===== src/rtl/axil_led_pkg.sv =====
package axil_led_pkg;
  localparam logic [1:0] RESP_OKAY = 2'b00;

  typedef enum logic [1:0] {
    SEL_NONE    = 2'd0,
    SEL_SCRATCH = 2'd1,
    SEL_STATUS  = 2'd2
  } reg_sel_e;
endpackage


===== src/rtl/axil_led_wr_ctrl.sv =====
module axil_led_wr_ctrl #(
  parameter int ADDR_W = 12,
  parameter int DATA_W = 32
) (
  input  logic              clk_i,
  input  logic              rst_ni,
  input  logic [ADDR_W-1:0] awaddr_i,
  input  logic              awvalid_i,
  output logic              awready_o,
  input  logic [DATA_W-1:0] wdata_i,
  input  logic              wvalid_i,
  output logic              wready_o,
  output logic              bvalid_o,
  input  logic              bready_i,
  output logic              we_o,
  output logic [ADDR_W-1:0] waddr_o,
  output logic [DATA_W-1:0] wdata_o
);
  logic              aw_held_q, w_held_q, bvalid_q;
  logic [ADDR_W-1:0] addr_q;
  logic [DATA_W-1:0] data_q;
  logic              aw_fire, w_fire;

  assign awready_o = ~aw_held_q & ~bvalid_q;
  assign wready_o  = ~w_held_q & ~bvalid_q;
  assign aw_fire   = awvalid_i & awready_o;
  assign w_fire    = wvalid_i & wready_o;
  // commit once both halves are either parked or arriving now
  assign we_o      = (aw_held_q | aw_fire) & (w_held_q | w_fire);
  assign waddr_o   = aw_held_q ? addr_q : awaddr_i;
  assign wdata_o   = w_held_q ? data_q : wdata_i;
  assign bvalid_o  = bvalid_q;

  always_ff @(posedge clk_i or negedge rst_ni) begin
    if (!rst_ni) begin
      aw_held_q <= 1'b0;
      w_held_q  <= 1'b0;
      bvalid_q  <= 1'b0;
      addr_q    <= '0;
      data_q    <= '0;
    end else begin
      if (aw_fire) addr_q <= awaddr_i;
      if (w_fire)  data_q <= wdata_i;
      if (we_o) begin
        aw_held_q <= 1'b0;
        w_held_q  <= 1'b0;
        bvalid_q  <= 1'b1;
      end else begin
        if (aw_fire) aw_held_q <= 1'b1;
        if (w_fire)  w_held_q  <= 1'b1;
        if (bvalid_q && bready_i) bvalid_q <= 1'b0;
      end
    end
  end
endmodule


===== src/rtl/axil_led_rd_ctrl.sv =====
module axil_led_rd_ctrl #(
  parameter int DATA_W = 32
) (
  input  logic              clk_i,
  input  logic              rst_ni,
  input  logic              arvalid_i,
  output logic              arready_o,
  input  logic [DATA_W-1:0] rd_data_i,
  output logic [DATA_W-1:0] rdata_o,
  output logic              rvalid_o,
  input  logic              rready_i
);
  logic              rvalid_q;
  logic [DATA_W-1:0] rdata_q;

  assign arready_o = ~rvalid_q;
  assign rvalid_o  = rvalid_q;
  assign rdata_o   = rdata_q;

  always_ff @(posedge clk_i or negedge rst_ni) begin
    if (!rst_ni) begin
      rvalid_q <= 1'b0;
      rdata_q  <= '0;
    end else if (arvalid_i && arready_o) begin
      rvalid_q <= 1'b1;
      rdata_q  <= rd_data_i;
    end else if (rvalid_q && rready_i) begin
      rvalid_q <= 1'b0;
    end
  end
endmodule


===== src/rtl/axil_led_regfile.sv =====
module axil_led_regfile
  import axil_led_pkg::*;
#(
  parameter int                ADDR_W      = 12,
  parameter int                DATA_W      = 32,
  parameter int                LED_W       = 16,
  parameter logic [ADDR_W-1:0] SCRATCH_OFS = 12'h500,
  parameter logic [ADDR_W-1:0] STATUS_OFS  = 12'h504
) (
  input  logic              clk_i,
  input  logic              rst_ni,
  input  logic              we_i,
  input  logic [ADDR_W-1:0] waddr_i,
  input  logic [DATA_W-1:0] wdata_i,
  input  logic [ADDR_W-1:0] raddr_i,
  output logic [DATA_W-1:0] rd_data_o,
  input  logic [LED_W-1:0]  sw_i,
  output logic [LED_W-1:0]  led_o
);
  localparam int NBYTES = DATA_W / 8;

  logic [DATA_W-1:0] scratch_q;
  logic [DATA_W-1:0] scratch_rev;
  logic [LED_W-1:0]  status;
  logic [LED_W-1:0]  led_q;
  reg_sel_e          rsel;

  for (genvar b = 0; b < NBYTES; b++) begin : g_rev
    assign scratch_rev[8*b +: 8] = scratch_q[8*(NBYTES-1-b) +: 8];
  end

  assign status = scratch_q[LED_W-1:0];

  always_comb begin
    if (raddr_i == SCRATCH_OFS)     rsel = SEL_SCRATCH;
    else if (raddr_i == STATUS_OFS) rsel = SEL_STATUS;
    else                            rsel = SEL_NONE;
  end

  always_comb begin
    unique case (rsel)
      SEL_SCRATCH: rd_data_o = scratch_rev;
      SEL_STATUS:  rd_data_o = {{(DATA_W-LED_W){1'b0}}, status};
      default:     rd_data_o = '0;
    endcase
  end

  always_ff @(posedge clk_i or negedge rst_ni) begin
    if (!rst_ni) begin
      scratch_q <= '0;
      led_q     <= '0;
    end else begin
      if (we_i && waddr_i == SCRATCH_OFS) scratch_q <= wdata_i;
      led_q <= status & sw_i;
    end
  end

  assign led_o = led_q;
endmodule


===== src/rtl/axil_led_regs.sv =====
module axil_led_regs
  import axil_led_pkg::*;
#(
  parameter int                ADDR_W      = 12,
  parameter int                DATA_W      = 32,
  parameter int                LED_W       = 16,
  parameter logic [ADDR_W-1:0] SCRATCH_OFS = 12'h500,
  parameter logic [ADDR_W-1:0] STATUS_OFS  = 12'h504
) (
  input  logic              clk_i,
  input  logic              rst_ni,
  input  logic [ADDR_W-1:0] s_awaddr_i,
  input  logic              s_awvalid_i,
  output logic              s_awready_o,
  input  logic [DATA_W-1:0] s_wdata_i,
  input  logic              s_wvalid_i,
  output logic              s_wready_o,
  output logic [1:0]        s_bresp_o,
  output logic              s_bvalid_o,
  input  logic              s_bready_i,
  input  logic [ADDR_W-1:0] s_araddr_i,
  input  logic              s_arvalid_i,
  output logic              s_arready_o,
  output logic [DATA_W-1:0] s_rdata_o,
  output logic [1:0]        s_rresp_o,
  output logic              s_rvalid_o,
  input  logic              s_rready_i,
  input  logic [LED_W-1:0]  sw_i,
  output logic [LED_W-1:0]  led_o
);
  logic              we;
  logic [ADDR_W-1:0] waddr;
  logic [DATA_W-1:0] wdata;
  logic [DATA_W-1:0] rd_data;

  axil_led_wr_ctrl #(.ADDR_W(ADDR_W), .DATA_W(DATA_W)) i_wr (
    .clk_i     (clk_i),
    .rst_ni    (rst_ni),
    .awaddr_i  (s_awaddr_i),
    .awvalid_i (s_awvalid_i),
    .awready_o (s_awready_o),
    .wdata_i   (s_wdata_i),
    .wvalid_i  (s_wvalid_i),
    .wready_o  (s_wready_o),
    .bvalid_o  (s_bvalid_o),
    .bready_i  (s_bready_i),
    .we_o      (we),
    .waddr_o   (waddr),
    .wdata_o   (wdata)
  );

  axil_led_rd_ctrl #(.DATA_W(DATA_W)) i_rd (
    .clk_i     (clk_i),
    .rst_ni    (rst_ni),
    .arvalid_i (s_arvalid_i),
    .arready_o (s_arready_o),
    .rd_data_i (rd_data),
    .rdata_o   (s_rdata_o),
    .rvalid_o  (s_rvalid_o),
    .rready_i  (s_rready_i)
  );

  axil_led_regfile #(
    .ADDR_W(ADDR_W), .DATA_W(DATA_W), .LED_W(LED_W),
    .SCRATCH_OFS(SCRATCH_OFS), .STATUS_OFS(STATUS_OFS)
  ) i_regs (
    .clk_i     (clk_i),
    .rst_ni    (rst_ni),
    .we_i      (we),
    .waddr_i   (waddr),
    .wdata_i   (wdata),
    .raddr_i   (s_araddr_i),
    .rd_data_o (rd_data),
    .sw_i      (sw_i),
    .led_o     (led_o)
  );

  assign s_bresp_o = RESP_OKAY;
  assign s_rresp_o = RESP_OKAY;
endmodule


===== config.mk =====
export PLATFORM = sky130hd
export DESIGN_NAME = axil_led_regs
export DESIGN_NICKNAME = d
export VERILOG_FILES = /design/src/rtl/axil_led_pkg.sv /design/src/rtl/axil_led_wr_ctrl.sv /design/src/rtl/axil_led_rd_ctrl.sv /design/src/rtl/axil_led_regfile.sv /design/src/rtl/axil_led_regs.sv
export SDC_FILE = /design/constraint.sdc
export NUM_CORES = 1
export LEC_CHECK = 0
export BUFFER_PORTS_ARGS = -buffer_cell sky130_fd_sc_hd__buf_2
export CORE_ASPECT_RATIO = 1.5
export CORE_MARGIN = 2
export CORE_UTILIZATION = 44
export DETAILED_ROUTE_END_ITERATION = 6
export HOLD_SLACK_MARGIN = 0.02
export PLACE_DENSITY_LB_ADDON = 0.15
export SYNTH_ARGS = -nofsm -noshare
export SYNTH_HDL_FRONTEND = slang
export SYNTH_SLANG_ARGS = --single-unit

===== constraint.sdc =====
create_clock -name clk_i -period 4.05 [get_ports clk_i]
set_clock_uncertainty 0.05 [all_clocks]
set_input_delay 0.6075 -clock clk_i [delete_from_list [all_inputs] [get_ports clk_i]]
set_output_delay 0.6075 -clock clk_i [all_outputs]
set_load 0.02 [all_outputs]

==> summary.txt <==
WL final = 11600 um
Hold WC Path Type = primary input to asynchronous set/reset pin
IO Pins = 136
CTS tree = done
Synth Cell Area = 0.00544 mm^2
CP startpoint kind = register
setup TNS = 0 ns
post-synthesis cell count = 377
CTS HTree Levels = 4
Via-to-Cell Ratio = 5.11
# setup viols final = 0
Synth top area share = 0.589
Synth area leader = dfrtp_1
DP HPWL = 7870 um
Num Clock Sinks = 128
EDFF count, synth = 0
fin area = 0.00683 mm^2
Unique masters post-synth = 32
Pwr Total = 4.06 mW
fmax = 0.403 GHz
Initial Utilization = 0.453
# nets final = 590
first-pass GRT wire length = 19000 um
Top delay family on crit path = flip-flops
CP Buf/Inv Count = 1
WS Path Type = register to register
post-CTS resize count = 0
status = complete, no violations
total track usage = 0.187
peak supply drop = 0.000455 V
DR pass1 iterations = 5
CP required = 4.28 ns
setup ws final = 1.57 ns
chip height = 140 um
clk slew on worst S/H paths = 0.05 ns
Area after DPL = 0.00622 mm^2
Inserted Clock Buffers = 17
# rows = 49
starting DRC count in detailed routing = 122
slowest cell delay on critical path = 0.95 ns
synthesized flop and latch total = 128
max_cap viols = 0
CP Data Arrival Time = 2.72 ns
pre-CTS setup slack = 1.51 ns
Least-Margin Pin Slew = 0.895 ns
CP Cell Sequence = o21ai_0, nor3_1, a41oi_4, buf_4, mux2_4
Max FO, Critical Path = 36
total die area = 0.0133 mm^2
top cells by area, synth = dfrtp_1, mux2_2, mux2_4
count leader, synth = dfrtp_1
Die W = 94.8 um
Core Box Area = 0.0120 mm^2
RSZ-0062 raised after global routing = false
Final Max Tran Viols = 0
Synth top cells by count = dfrtp_1, mux2_2, mux2_4
Longest Clk Path Bufs = 2
share of layout cells above drive strength 1 = 0.532
fin crit share = 0.613
Skew-Pair Late Insertion Delay = 0.40 ns
hold-fix buffers at CTS = 0
Port Buffers = 131
async set-or-reset flop fraction in the synthesized netlist = 1.00
gr ovfl total = 0
Leak Pwr = 3.48 nW
Root Buffer = clkbuf_16
Post-route DRC = 0
vias in the first global route = 3790
area grow syn2layout = 25.5%
largest net degree at the start of global routing = 78
hold slack = 0.168 ns
Post-CTS Setup Bufs = 0
share of the yosys chip area belonging to registers = 0.589
Routed WL per cell = 17.2 um
Via Count = 3462
Syn Area/Cell = 14.4 um^2
relative slew slack = 0.403
Crit-path slowest cell = dfrtp_2
Final Wtd Congestion = 0.725
final hold vios = 0
initial antenna violation count = 1
pwr dens = 595 mW/mm^2
Ys Warns = 0
ANT nets after route = 0
endpoint class of the critical path = register
crit path time final = 2.48 ns
dominant synthesized flop cell = dfrtp_1
metrics by stage:
step	utilization	cells
floorplan	-	380
global route	0.568	677
finish	0.568	678
detailed placement	0.518	645
CTS	0.568	677
global placement	0.518	645
cell type report:
type                       instances  area [um^2]
multi-input combinational        225         2110
tap                              153          191
clock inverter                    12          166
timing repair buffer             137          707
sequential                       128         3200
antenna                            1         2.50
clock buffer                      20          437
inverter                           2         7.51
fill                            1055         5190
power breakdown:
group	switching (mW)	internal, mW	total [mW]
registers	0.208	1.53	1.74
logic	0.298	0.474	0.772
clock network	0.527	1.02	1.55
total	1.03	3.03	4.06
kinds of logic (layout without fill, tap and decap cells):
family	count (synthesis)	in the layout	synth area share
flip-flops	128	128	0.589
AND/OR/NAND/NOR	57	57	0.0584
other	1	5	0.000689
multiplexers	124	124	0.274
AO/OA/AOI/OAI	40	40	0.0511
buffers and inverters	27	171	0.0271
layout by cell type (no fill, tap or decap), types with 2 or more instances in the layout:
cell type,count
buf_2,130
o21ai_0,18
mux2_4,30
or4_1,2
nor2_1,7
mux2i_1,16
a21oi_1,3
nand2_1,17
clkbuf_16,17
conb_1,4
and2_1,17
a22o_1,16
bufinv_16,4
buf_4,6
clkinv_2,6
nor4_1,2
mux2_2,77
clkbuf_1,3
dfrtp_1,127
inv_1,2
nor3b_1,2
state kept, by name, summed over array words and instances, names as in the netlist:
| register | count |
|---|---|
| i_rd.rdata_o | 32 |
| i_regs.scratch_q | 32 |
| i_wr.data_q | 32 |
| i_regs.led_o | 16 |
| i_wr.addr_q | 12 |
| i_rd.rvalid_o | 1 |
| i_wr.aw_held_q | 1 |
| i_wr.bvalid_o | 1 |
| i_wr.w_held_q | 1 |
worst paths after layout:
kind | cells after the start | from | slack, ns | endpoint
min reg2reg | 2 | i_rd.rdata_o[12]$_DFFE_PN0P_ | 0.42 | i_rd.rdata_o[12]$_DFFE_PN0P_
min in group clk_i | 2 | s_rready_i | 0.35 | i_rd.rvalid_o$_DFFE_PN0P_
max | 5 | i_wr.w_held_q$_DFFE_PN0P_ | 1.57 | i_regs.scratch_q[9]$_DFFE_PN0P_
max reg2reg | 5 | i_wr.w_held_q$_DFFE_PN0P_ | 1.57 | i_regs.scratch_q[9]$_DFFE_PN0P_
max in group asynchronous | 2 | rst_ni | 2.91 | i_wr.addr_q[4]$_DFFE_PN0P_
min | 1 | rst_ni | 0.17 | i_regs.led_o[8]$_DFF_PN0_
metal layers:
metal,vias up,part of all wire,track usage
li1,1601,-,-
met2,91,0.54,0.325
met5,-,0,0
met1,1761,0.40,0.220
met4,0,0.010,0.0618
met3,9,0.053,0.0543
No activity file was read; power rests on OpenSTA's default activity.
